File: src/rtl/mdq_pkg.sv
package mdq_pkg;

    // Width needed to encode values 0..n-1 (at least one bit).
    function automatic int idx_bits(input int n);
        return (n > 1) ? $clog2(n) : 1;
    endfunction

    // Number of pairwise comparison levels for n candidates.
    function automatic int tree_levels(input int n);
        return (n > 1) ? $clog2(n) : 1;
    endfunction

endpackage

File: src/rtl/mdq_epoch_timer.sv
module mdq_epoch_timer #(
    parameter int BLK_BYTES = 6,
    parameter int SLOT_W    = 3
) (
    input  logic clk,
    input  logic rst_n,
    output logic epoch_first,
    output logic epoch_last
);
    typedef struct packed {
        logic [SLOT_W-1:0] slot;
    } timer_t;

    timer_t tmr_d, tmr_q;

    always_comb begin
        tmr_d = tmr_q;
        if (tmr_q.slot == SLOT_W'(BLK_BYTES - 1)) begin
            tmr_d.slot = '0;
        end else begin
            tmr_d.slot = tmr_q.slot + SLOT_W'(1);
        end
    end

    always_ff @(posedge clk) begin
        if (!rst_n) begin
            tmr_q <= '0;
        end else begin
            tmr_q <= tmr_d;
        end
    end

    assign epoch_first = (tmr_q.slot == '0);
    assign epoch_last  = (tmr_q.slot == SLOT_W'(BLK_BYTES - 1));

    // The slot counter must wrap inside the epoch (supports R3).
    assert_slot_range_R3: assert property (@(posedge clk) disable iff (!rst_n)
        tmr_q.slot <= SLOT_W'(BLK_BYTES - 1));
endmodule

File: src/rtl/mdq_queue_bank.sv
module mdq_queue_bank #(
    parameter int NUM_Q     = 5,
    parameter int QID_W     = 3,
    parameter int CAP_BYTES = 24,
    parameter int BLK_BYTES = 6,
    parameter int CNT_W     = 5,
    parameter int INF_W     = 3
) (
    input  logic                        clk,
    input  logic                        rst_n,
    input  logic                        req_valid,
    input  logic [QID_W-1:0]            req_qid,
    input  logic                        fill_valid,
    input  logic [QID_W-1:0]            fill_qid,
    input  logic                        issue_valid,
    input  logic [QID_W-1:0]            issue_qid,
    output logic                        rsp_hit,
    output logic                        rsp_underflow,
    output logic [NUM_Q-1:0][CNT_W-1:0] deficit
);
    typedef struct packed {
        logic [NUM_Q-1:0][CNT_W-1:0] occ;
        logic [NUM_Q-1:0][INF_W-1:0] infl;
        logic                        hit;
        logic                        uf;
    } bank_t;

    bank_t bank_d, bank_q;

    logic [NUM_Q-1:0] sel_v;
    logic [NUM_Q-1:0] take_v;
    logic [NUM_Q-1:0] give_v;
    logic [NUM_Q-1:0] add_v;

    for (genvar i = 0; i < NUM_Q; i++) begin : g_qsel
        assign sel_v[i]  = req_valid && (req_qid == QID_W'(i));
        assign take_v[i] = sel_v[i] && (bank_q.occ[i] != '0);
        assign give_v[i] = fill_valid && (fill_qid == QID_W'(i)) && (bank_q.infl[i] != '0);
        assign add_v[i]  = issue_valid && (issue_qid == QID_W'(i));
        assign deficit[i] = CNT_W'(CAP_BYTES - int'(bank_q.occ[i])
                                   - int'(bank_q.infl[i]) * BLK_BYTES);
    end

    always_comb begin
        bank_d     = bank_q;
        bank_d.hit = |take_v;
        bank_d.uf  = |(sel_v & ~take_v);
        for (int i = 0; i < NUM_Q; i++) begin
            bank_d.occ[i]  = bank_q.occ[i]
                           + (give_v[i] ? CNT_W'(BLK_BYTES) : CNT_W'(0))
                           - (take_v[i] ? CNT_W'(1) : CNT_W'(0));
            bank_d.infl[i] = bank_q.infl[i]
                           + (add_v[i]  ? INF_W'(1) : INF_W'(0))
                           - (give_v[i] ? INF_W'(1) : INF_W'(0));
        end
    end

    always_ff @(posedge clk) begin
        if (!rst_n) begin
            for (int i = 0; i < NUM_Q; i++) begin
                bank_q.occ[i]  <= CNT_W'(CAP_BYTES);
                bank_q.infl[i] <= '0;
            end
            bank_q.hit <= 1'b0;
            bank_q.uf  <= 1'b0;
        end else begin
            bank_q <= bank_d;
        end
    end

    assign rsp_hit       = bank_q.hit;
    assign rsp_underflow = bank_q.uf;

    assert_flag_excl_R2: assert property (@(posedge clk) disable iff (!rst_n)
        !(rsp_hit && rsp_underflow));

    assert_flag_cause_R2: assert property (@(posedge clk) disable iff (!rst_n)
        !req_valid |=> !rsp_hit && !rsp_underflow);

    assert_issue_room_R6: assert property (@(posedge clk) disable iff (!rst_n)
        issue_valid |-> deficit[issue_qid] >= CNT_W'(BLK_BYTES));

    for (genvar i = 0; i < NUM_Q; i++) begin : g_qchk
        assert_no_overflow_R9: assert property (@(posedge clk) disable iff (!rst_n)
            bank_q.occ[i] <= CNT_W'(CAP_BYTES));

        assert_stray_fill_R7: assert property (@(posedge clk) disable iff (!rst_n)
            (fill_valid && fill_qid == QID_W'(i) && bank_q.infl[i] == '0 && !sel_v[i])
            |=> $stable(bank_q.occ[i]));
    end
endmodule

File: src/rtl/mdq_max_tree.sv
module mdq_max_tree #(
    parameter int NUM_Q  = 5,
    parameter int DEF_W  = 5,
    parameter int QID_W  = 3,
    parameter int LEVELS = 3
) (
    input  logic                        clk,
    input  logic                        rst_n,
    input  logic                        load,
    input  logic [NUM_Q-1:0][DEF_W-1:0] leaf_def,
    output logic [DEF_W-1:0]            win_def,
    output logic [QID_W-1:0]            win_qid
);
    localparam int NP = 1 << LEVELS;

    typedef struct packed {
        logic [DEF_W-1:0] def;
        logic [QID_W-1:0] qid;
    } cand_t;

    typedef struct packed {
        cand_t [LEVELS:0][NP-1:0] stg;
    } tree_t;

    tree_t tree_d, tree_q;
    cand_t [NP-1:0] leaves;

    // Right operand wins only if strictly larger: lower index keeps ties.
    function automatic cand_t pick(input cand_t lo, input cand_t hi);
        return (hi.def > lo.def) ? hi : lo;
    endfunction

    for (genvar n = 0; n < NP; n++) begin : g_leaf
        if (n < NUM_Q) begin : g_real
            assign leaves[n] = '{def: leaf_def[n], qid: QID_W'(n)};
        end else begin : g_pad
            assign leaves[n] = '0;
        end
    end

    always_comb begin
        tree_d = tree_q;
        if (load) begin
            tree_d.stg[0] = leaves;
        end
        for (int l = 1; l <= LEVELS; l++) begin
            for (int n = 0; n < NP / 2; n++) begin
                tree_d.stg[l][n] = pick(tree_q.stg[l-1][2*n], tree_q.stg[l-1][2*n+1]);
            end
        end
    end

    always_ff @(posedge clk) begin
        if (!rst_n) begin
            tree_q <= '0;
        end else begin
            tree_q <= tree_d;
        end
    end

    assign win_def = tree_q.stg[LEVELS][0].def;
    assign win_qid = tree_q.stg[LEVELS][0].qid;

    // A winner index always names a real queue or padding with zero deficit.
    assert_win_real_R4: assert property (@(posedge clk) disable iff (!rst_n)
        (win_def != '0) |-> (int'(win_qid) < NUM_Q));
endmodule

File: src/rtl/mdq_replenish_arbiter.sv
module mdq_replenish_arbiter
    import mdq_pkg::*;
#(
    parameter int NUM_Q     = 5,
    parameter int BLK_BYTES = 6,
    parameter int CAP_BYTES = 24,
    parameter int QID_W     = idx_bits(NUM_Q)
) (
    input  logic             clk,
    input  logic             rst_n,
    input  logic             req_valid,
    input  logic [QID_W-1:0] req_qid,
    output logic             rsp_hit,
    output logic             rsp_underflow,
    output logic             rpl_valid,
    output logic [QID_W-1:0] rpl_qid,
    input  logic             fill_valid,
    input  logic [QID_W-1:0] fill_qid
);
    localparam int CNT_W  = $clog2(CAP_BYTES + 1);
    localparam int INF_W  = $clog2(CAP_BYTES / BLK_BYTES + 1);
    localparam int SLOT_W = idx_bits(BLK_BYTES);
    localparam int LEVELS = tree_levels(NUM_Q);

    typedef struct packed {
        logic             rpl_valid;
        logic [QID_W-1:0] rpl_qid;
    } cmd_t;

    cmd_t cmd_d, cmd_q;

    logic                        epoch_first;
    logic                        epoch_last;
    logic [NUM_Q-1:0][CNT_W-1:0] deficit;
    logic [CNT_W-1:0]            win_def;
    logic [QID_W-1:0]            win_qid;
    logic                        issue;

    mdq_epoch_timer #(
        .BLK_BYTES (BLK_BYTES),
        .SLOT_W    (SLOT_W)
    ) u_timer (
        .clk         (clk),
        .rst_n       (rst_n),
        .epoch_first (epoch_first),
        .epoch_last  (epoch_last)
    );

    mdq_queue_bank #(
        .NUM_Q     (NUM_Q),
        .QID_W     (QID_W),
        .CAP_BYTES (CAP_BYTES),
        .BLK_BYTES (BLK_BYTES),
        .CNT_W     (CNT_W),
        .INF_W     (INF_W)
    ) u_bank (
        .clk           (clk),
        .rst_n         (rst_n),
        .req_valid     (req_valid),
        .req_qid       (req_qid),
        .fill_valid    (fill_valid),
        .fill_qid      (fill_qid),
        .issue_valid   (issue),
        .issue_qid     (win_qid),
        .rsp_hit       (rsp_hit),
        .rsp_underflow (rsp_underflow),
        .deficit       (deficit)
    );

    mdq_max_tree #(
        .NUM_Q  (NUM_Q),
        .DEF_W  (CNT_W),
        .QID_W  (QID_W),
        .LEVELS (LEVELS)
    ) u_tree (
        .clk      (clk),
        .rst_n    (rst_n),
        .load     (epoch_first),
        .leaf_def (deficit),
        .win_def  (win_def),
        .win_qid  (win_qid)
    );

    assign issue = epoch_last && (win_def >= CNT_W'(BLK_BYTES));

    always_comb begin
        cmd_d           = cmd_q;
        cmd_d.rpl_valid = issue;
        cmd_d.rpl_qid   = issue ? win_qid : '0;
    end

    always_ff @(posedge clk) begin
        if (!rst_n) begin
            cmd_q <= '0;
        end else begin
            cmd_q <= cmd_d;
        end
    end

    assign rpl_valid = cmd_q.rpl_valid;
    assign rpl_qid   = cmd_q.rpl_qid;

    // Commands only appear at an epoch boundary.
    assert_rpl_epoch_R3: assert property (@(posedge clk) disable iff (!rst_n)
        rpl_valid |-> epoch_first);

    // A command names a real queue.
    assert_rpl_qid_R4: assert property (@(posedge clk) disable iff (!rst_n)
        rpl_valid |-> (int'(rpl_qid) < NUM_Q));
endmodule

File: config.mk
export PLATFORM = sky130hd
export DESIGN_NAME = mdq_replenish_arbiter
export DESIGN_NICKNAME = d
export VERILOG_FILES = /design/src/rtl/mdq_pkg.sv /design/src/rtl/mdq_epoch_timer.sv /design/src/rtl/mdq_queue_bank.sv /design/src/rtl/mdq_max_tree.sv /design/src/rtl/mdq_replenish_arbiter.sv
export SDC_FILE = /design/constraint.sdc
export NUM_CORES = 1
export LEC_CHECK = 0
export ABC_AREA = 1
export CORE_AREA = 2 2 173 175
export CTS_CLUSTER_SIZE = 16
export DETAILED_ROUTE_END_ITERATION = 16
export DIE_AREA = 0 0 175 177
export GPL_TIMING_DRIVEN = 0
export SLEW_MARGIN = 20
export SYNTH_ARGS = -nofsm -noshare
export SYNTH_HDL_FRONTEND = slang
export SYNTH_SLANG_ARGS = --single-unit
File: constraint.sdc
create_clock -name clk -period 2.4 [get_ports clk]
set_input_delay 0.48 -clock clk [delete_from_list [all_inputs] [get_ports clk]]
set_output_delay 0.48 -clock clk [all_outputs]
set_load 0.005 [all_outputs]
==> results of run 1 <==
==> sequential cells by signal, summed over array words and instances (netlist names) <==
signal and cells:
rpl_valid 1, u_tree.win_qid 3, u_bank.rsp_hit 1, u_bank.bank_q 40
u_tree.tree_q 58, u_tree.win_def 4, u_timer.tmr_q 3, rpl_qid 3
u_bank.rsp_underflow 1
==> worst reg2reg max path: stages, from the launching register on <==
cell,delay [ps]
dfxtp_1,380
ha_1,200
nand3_1,280
nor3_1,440
ha_1,230
inv_1,50
fa_1,370
xnor2_1,160
nor2_1,50
==> metal layers <==
layer  wire length [um]  track usage
met1               7037       0.1226
met2               7585       0.1904
met3                293      0.01933
met4                245      0.03646
met5                  0            0
==> per-stage QoR <==
step / setup WS [ps] / total power, W / hold WS (ps) / instances
detailed placement: -646.1 / 0.005263 / 406.7 / 1360
global route: -49.64 / 0.008514 / 441.5 / 1395
finish: 93.80 / 0.007836 / 411.1 / 1395
global placement: -589.7 / 0.005178 / 404.2 / 1360
floorplan: 263.5 / 0.004679 / 390.5 / 955
CTS: 4.315 / 0.007841 / 420.2 / 1393
==> report_power, final <==
group / leakage, nW / internal, W / switching (W) / total, W
clock: 0.279 / 0.00155 / 0.000993 / 0.00255
combinational: 3.26 / 0.00119 / 0.00167 / 0.00285
sequential: 0.939 / 0.00223 / 0.000204 / 0.00243
total: 4.48 / 0.00497 / 0.00286 / 0.00784
==> final timing paths <==
path,start,endpoint,cells past startpoint
worst max-delay path,u_timer.tmr_q[0]$_SDFF_PP0_,u_bank.bank_q[16]$_SDFF_PN0_,8
worst min-delay path,u_tree.tree_q[129]$_SDFF_PP0_,u_tree.win_qid[1]$_SDFF_PN0_,2
worst max register to register,u_timer.tmr_q[0]$_SDFF_PP0_,u_bank.bank_q[16]$_SDFF_PN0_,8
worst min register to register,u_tree.tree_q[129]$_SDFF_PP0_,u_tree.win_qid[1]$_SDFF_PN0_,2
==> placed cells by master (no fill, tap or decap), types with 10 or more instances in the layout <==
| cell | count |
|---|---|
| inv_1 | 243 |
| nand2_1 | 185 |
| dfxtp_1 | 107 |
| ha_1 | 106 |
| nor2_1 | 73 |
| nand3_1 | 50 |
| a21oi_1 | 49 |
| o21ai_0 | 24 |
| fa_1 | 17 |
| clkbuf_16 | 17 |
| xnor2_1 | 14 |
| clkdlybuf4s50_1 | 14 |
| nand4_1 | 10 |
==> cell type report <==
class / count / area share
plain buffers: 21 / 0.01762
clock buffers: 17 / 0.04993
clock inverters: 15 / 0.01983
inverters: 248 / 0.1093
multi-input cells: 572 / 0.4560
flip-flops and latches: 114 / 0.2695
well taps: 390 / 0.05728
repair buffers: 18 / 0.02056
==> repair_timing <==
item | in CTS | in global routing
gates resized for setup | 3 | 26
endpoints found under the setup margin | 11 | 16
hold buffers | 0 | 0
buffers inserted | 1 | 2
pin swaps | 1 | 9
==> logic make-up (layout without fill, tap and decap cells) <==
group	Yosys count	in the layout	synth area share
buffers and inverters	269	319	0.1511
adder cells (fa/ha/maj)	128	128	0.2448
XOR/XNOR	22	22	0.02693
flip-flops	114	114	0.3190
AO/OA/AOI/OAI	81	81	0.05719
AND/OR/NAND/NOR	341	341	0.2009
==> results.cfg, run 1 <==
[grt]
gr-total-overflow = 0
grt_max_degree = 17
grt_pass1_wl_um = 25660
antenna_found_initial = 0
grt_pass1_vias = 5396
grt.total_usage = 0.1045

[route]
viasPerCell = 3.951
drc_errors = 0
dr.pass1.iters = 4
wire_per_inst_um = 10.87
ant_nets = 0
num_vias = 5512
drt_iter0_drc = 160
wl_um = 15160

[floorplan]
start_util = 0.2446
die_area_sq_um = 30980
die_w_um = 175
io_pins = 16
coreArea_sq_um = 29240
die_h_um = 177
rows = 63

[critical_path]
cpMaxStageDelayCell = nor3_1
reg2reg_slack_ps = 90
path_cells = ha_1, nand3_1, nor3_1, ha_1, inv_1, fa_1, xnor2_1, nor2_1
cp-start-kind = flop
crit_top_cell = ha_1
crit_type = reg2reg
crit_arrival_ps = 2580
cp.required_ps = 2670
cp_max_fo = 6
cp_top_family = adder cells
critPathBufInv = 1
critPathMaxStageDelay_ps = 440
end_kind = flop

[final_layout]
stdcell_area_sq_um = 8519
nFillCells = 3110
multi_input_area_sq_um = 3885
fin_util = 0.2913
drive_above_1_share = 0.08557
seq_area_sq_um = 2296
antenna_cells = 0
layout.nets = 1130
area_growth_pct = 19.08

[cts]
htree_levels = 4
clock_path_buffers = 2
clk_pin_slew_ps = 60
cts.sinks = 114
clk_latency_ps = 420
cts_root_buffer = clkbuf_16
cts_tree = done
cts_made_buffers = 17

[power]
p_leak_nw = 4.479
peakVddDrop_uv = 538.1
power.density_nw_per_um2 = 919.8

[yosys]
synth_area_per_cell_sq_um = 7.491
synth_edf_count = 0
async_flop_share = 0
synth_warnings = 0
synth.top_cell.area_share = 0.3190
netlist_area_sq_um = 7154
yosys-top-cells-count = 244 x inv_1, 185 x nand2_1, 114 x dfxtp_1
synth_top_area_cell = dfxtp_1
syn_nets = 1093
synth.distinct_cells = 26
ys_seq_area_frac = 0.3190
synth_most_common_cell = inv_1
synth_ff_type = dfxtp_1
synthTopCellsByArea = dfxtp_1 32%, ha_1 19%, inv_1 13%
synth_cells = 955
ys_ff_latch = 114

[status]
status = completed

[job]
cap_violations = 0

[sta]
rsz0062_at_grt = yes
slew_headroom = 0.4375
max_freq_mhz = 433.6
hold_violations = 0
fin_setup_tns_ps = 0
min_period_ps = 2306
finalCritPeriodShare = 0.9609
slew_viol_final = 0
skew_ps = 10.89
worst_pin_slew_ps = 843.8
finalSetupViolations = 0

[placement]
hpwl_um = 12050
port_buffers = 15
finalWeightedCongestion = 0.8060
post_dp_cell_area_sq_um = 7792

[hold_path]
hp-class = reg2reg
(Power assumes the default switching activity.)
==> run 2: changes to the inputs <==
--- a/config.mk
+++ b/config.mk
@@ -6,10 +6,10 @@
 export NUM_CORES = 1
 export LEC_CHECK = 0
 export ABC_AREA = 1
-export CORE_AREA = 2 2 173 175
-export CTS_CLUSTER_SIZE = 16
+export CORE_AREA = 2 2 131 229
+export CTS_CLUSTER_SIZE = 14
 export DETAILED_ROUTE_END_ITERATION = 16
-export DIE_AREA = 0 0 175 177
+export DIE_AREA = 0 0 133 231
 export GPL_TIMING_DRIVEN = 0
 export SLEW_MARGIN = 20
 export SYNTH_ARGS = -nofsm -noshare
==> constraint.sdc (replaced) <==
create_clock -name clk -period 2.49 [get_ports clk]
set_input_delay 0.498 -clock clk [delete_from_list [all_inputs] [get_ports clk]]
set_output_delay 0.498 -clock clk [all_outputs]
set_load 0.005 [all_outputs]
==> results.cfg, run 2 (synthesis results as in run 1) <==
[status]
status = completed

[critical_path]
crit_arrival_ps = 2670
cp_top_family = adder cells
critPathMaxStageDelay_ps = 480
critPathBufInv = 3
path_cells = clkdlybuf4s50_1, inv_1, nor2_4, nand4_1, ha_1, inv_1, ha_1, fa_1, xnor2_1, nand2_1
crit_type = in2reg
end_kind = flop
cp.required_ps = 2800
cp-start-kind = input pin
cp_max_fo = 4
cpMaxStageDelayCell = clkdlybuf4s50_1
reg2reg_slack_ps = 140

[placement]
place_ws_ps = -722.2
post_dp_cell_area_sq_um = 7782
port_buffers = 15
finalWeightedCongestion = 0.8334
hpwl_um = 13270

[sta]
slew_headroom = 0.4615
max_freq_mhz = 423.2
finalCritPeriodShare = 0.9490
slew_viol_final = 0
worst_slack_ps = 127.1
skew_ps = 8.228
worst_pin_slew_ps = 807.7
rsz0062_at_grt = yes
hold_violations = 0
finalSetupViolations = 0
min_period_ps = 2363

[floorplan]
io_pins = 16
die_w_um = 133
start_util = 0.2469
die_h_um = 231
rows = 83
die_area_sq_um = 30720
coreArea_sq_um = 28970

[power]
peakVddDrop_uv = 506.5
power.density_nw_per_um2 = 893.5
p_leak_nw = 4.471
fin_total_pwr_w = 0.007518

[route]
drt_iter0_drc = 158
top_layer_used = met4
wl_met1_um = 5745
routed-wl-met2_um = 9749
wire_per_inst_um = 11.90
ant_nets = 0
wl_met3_um = 291
viasPerCell = 4.136
wl_um = 16480
drc_errors = 0
dr.pass1.iters = 4
num_vias = 5728

[cts]
clock_path_buffers = 2
clk_pin_slew_ps = 60
cts_made_buffers = 17
htree_levels = 4
clk_latency_ps = 430
cts_tree = done
hold_buffers = 0
cts_root_buffer = clkbuf_16
cts.sinks = 114

[grt]
grt_pass1_wl_um = 27210
grt_max_degree = 17
gr-total-overflow = 0
grt_pass1_vias = 5846
grt.total_usage = 0.1153
antenna_found_initial = 0

[final_layout]
largest_reg_flops = 58
largest_register = u_tree.tree_q
fin_util = 0.2904
drive_above_1_share = 0.07178
stdcell_area_sq_um = 8414
area_growth_pct = 17.61
antenna_cells = 0
nFillCells = 3124
layout.nets = 1128
layout_common_cells = 244 x inv_1, 185 x nand2_1, 110 x dfxtp_1
final_common_cell = inv_1

[hold_path]
hp-class = reg2reg

[job]
cap_violations = 0
==> run 2: cell types whose count changed in the layout (fill, tap and decap cells not counted), sizes merged <==
cell,change
buf,-2
clkbuf,+1
inv,-1
clkinvlp,-1
bufinv,-1
clkinv,+2
==> run 2: area by class of cell <==
type,count,area [sq um],share of cell area
Timing Repair Buffer,16,160.2,0.01903
Clock inverter,14,142.6,0.01695
Multi-Input combinational cell,572,3824,0.4544
Tap cell,382,478.0,0.05680
Clock buffer,18,439.2,0.05219
Sequential cell,114,2290,0.2721
Buffer,21,150.1,0.01784
Inverter,248,930.9,0.1106
==> run 2: routing by layer <==
layer	global-route usage	up-vias
met1	0.09613	2666
met3	0.02020	30
li1	-	2974
met2	0.2481	58
met5	0	-
met4	0.05645	0
==> run 2: what timing repair did <==
action | CTS | global route
resized for setup | 5 | 9
pin swaps | 0 | 5
setup buffers | 0 | 1
setup endpoints to repair | 22 | 8
==> run 2: where the power goes <==
group          switching (W)  total [W]  internal (W)
Combinational        0.00164    0.00276       0.00112
Sequential          0.000198    0.00235       0.00215
Clock               0.000984    0.00241       0.00143
Total                0.00283    0.00752       0.00469
==> run 2: worst paths after layout <==
path,cells after the start,start,end
hold reg to reg,2,u_tree.tree_q[129]$_SDFF_PP0_,u_tree.win_qid[1]$_SDFF_PN0_
setup / recovery,10,fill_valid,u_bank.bank_q[25]$_SDFF_PN1_
setup reg to reg,7,u_timer.tmr_q[0]$_SDFF_PP0_,u_bank.bank_q[6]$_SDFF_PN0_
hold / removal,2,u_tree.tree_q[129]$_SDFF_PP0_,u_tree.win_qid[1]$_SDFF_PN0_
==> run 2: through the flow <==
stage	TNS (ps)	hold slack [ps]	instances
CTS	0	415.4	1384
detailed placement	-14050	402.9	1352
global placement	-13780	401.4	1352
floorplan	0	390.5	955
global route	-22.96	426.0	1385
finish	0	414.0	1385
==> run 2: worst register-to-register path: cells and delay by family (launching register included) <==
| family | cells | cell delay (ps) |
|---|---|---|
| simple gates | 3 | 930 |
| buf+inv | 1 | 40 |
| flops | 1 | 380 |
| fa+ha+maj | 3 | 910 |
==> run 3: changes to the inputs <==
--- a/config.mk
+++ b/config.mk
@@ -11,7 +11,6 @@
 export DETAILED_ROUTE_END_ITERATION = 16
 export DIE_AREA = 0 0 133 231
 export GPL_TIMING_DRIVEN = 0
-export SLEW_MARGIN = 20
 export SYNTH_ARGS = -nofsm -noshare
 export SYNTH_HDL_FRONTEND = slang
 export SYNTH_SLANG_ARGS = --single-unit
==> constraint.sdc (replaced) <==
create_clock -name clk -period 3 [get_ports clk]
set_input_delay 0.6 -clock clk [delete_from_list [all_inputs] [get_ports clk]]
set_output_delay 0.6 -clock clk [all_outputs]
set_load 0.005 [all_outputs]
==> results.cfg, run 3 (synthesis results as in run 1) <==
[status]
status = completed

[critical_path]
cp_max_fo = 4
critPathBufInv = 3
reg2reg_slack_ps = 460
r2r_start = u_timer.tmr_q[0]$_SDFF_PP0_
crit_type = in2reg
path_cells = clkdlybuf4s50_1, inv_1, nor2_1, nand4_1, ha_1, inv_1, ha_1, fa_1, xnor2_1, nand2_1
cpMaxStageDelayCell = clkdlybuf4s50_1
end_kind = flop
cp_top_family = adder cells
cp.required_ps = 3310
critPathMaxStageDelay_ps = 480
crit_arrival_ps = 3130
r2r_end = u_bank.bank_q[16]$_SDFF_PN0_
cp-start-kind = input pin
reg2reg_depth = 8

[final_layout]
multi_input_area_sq_um = 3791
nFillCells = 3128
area_growth_pct = 16.91
drive_above_1_share = 0.06088
layout.nets = 1127
layout_common_cells = 244 x inv_1, 185 x nand2_1, 114 x dfxtp_1
largest_reg_flops = 58
stdcell_area_sq_um = 8364
largest_register = u_tree.tree_q
seq_area_sq_um = 2282
antenna_cells = 0
final_common_cell = inv_1

[cts]
htree_levels = 4
clk_latency_ps = 430
hold_buffers = 0
clock_path_buffers = 2
cts_tree = done
cts_root_buffer = clkbuf_16
clk_pin_slew_ps = 60
cts_made_buffers = 17
post_cts_resize_count = 0
cts_setup_buffers = 0
cts.sinks = 114

[grt]
busiest_layer = met2
antenna_found_initial = 0
grt_pass1_wl_um = 27160
grt.met2_usage = 0.2474
grt_max_degree = 17
grt_pass1_vias = 5826
use_met3 = 0.02020
grt_use_met1 = 0.09627
gr-total-overflow = 0
grt.total_usage = 0.1151

[sta]
hold_violations = 0
fin_setup_tns_ps = 0
max_freq_mhz = 355.2
slew_headroom = 0.4360
rsz0062_at_grt = no
worst_slack_ps = 185.0
slew_viol_final = 0
min_period_ps = 2815
skew_ps = 6.166
finalCritPeriodShare = 0.9383
worst_pin_slew_ps = 839.6
finalSetupViolations = 0
holdWs_ps = 413.0

[placement]
finalWeightedCongestion = 0.8334
post_dp_cell_area_sq_um = 7782
hpwl_um = 13270
port_buffers = 15
place_ws_ps = -314.2

[route]
wl_um = 16390
dr.pass1.iters = 4
drc_errors = 0
viasPerCell = 4.124
num_vias = 5708
wire_per_inst_um = 11.84
ant_nets = 0
drt_iter0_drc = 179

[job]
cap_violations = 0

[floorplan]
io_pins = 16
die_area_sq_um = 30720
die_w_um = 133
die_h_um = 231
coreArea_sq_um = 28970
start_util = 0.2469
rows = 83

[hold_path]
hp-class = reg2reg
min_to = u_tree.win_qid[1]$_SDFF_PN0_
hold_start = u_tree.tree_q[129]$_SDFF_PP0_
whs_path_depth = 2

[power]
peakVddDrop_uv = 419.5
power.density_nw_per_um2 = 745.2
p_leak_nw = 4.448
## run 3: metal layers
layer,vias up,part of all wire
li1,2970,-
met1,2646,0.35
met2,60,0.60
met3,32,0.016
met4,0,0.037
met5,-,0
## run 3: area by class of cell
class                   instances  share of cell area
multi-input cells             572              0.4533
flip-flops and latches        114              0.2728
inverters                     248              0.1113
well taps                     382             0.05714
clock buffers                  18             0.05251
repair buffers                 15             0.01795
plain buffers                  21             0.01795
clock inverters                14             0.01705
## run 3: worst max path at each step
stage,startpoint,endpoint,slack (ps),cells after the start
floorplan,fill_valid,u_bank.bank_q[25]$_SDFF_PN1_,840,9
global placement,fill_valid,u_bank.bank_q[35]$_SDFF_PN1_,-290,10
detailed placement,fill_valid,u_bank.bank_q[35]$_SDFF_PN1_,-310,10
CTS,fill_valid,u_bank.bank_q[35]$_SDFF_PN1_,140,10
global route,fill_valid,u_bank.bank_q[35]$_SDFF_PN1_,70,10
finish,fill_valid,u_bank.bank_q[35]$_SDFF_PN1_,190,10
## run 3: worst register-to-register path, stage by stage, from the launching register on
cell and delay [ps]:
dfxtp_1 380, ha_1 190, nand3_1 190, nor3_1 700, ha_1 280, inv_1 60
fa_1 390, xnor2_1 170, nor2_1 50
## run 3: through the flow
step / cells / power (W) / util
floorplan: 955 / 0.003743 / -
global placement: 1352 / 0.004222 / 0.2686
detailed placement: 1352 / 0.004277 / 0.2686
CTS: 1384 / 0.006308 / 0.2887
global route: 1384 / 0.006730 / 0.2887
finish: 1384 / 0.006233 / 0.2887
## run 3: power by group
part	internal, W	switching (W)
Clock	0.00118	0.000813
Combinational	0.000923	0.00136
Sequential	0.00178	0.000165
Total	0.00389	0.00234
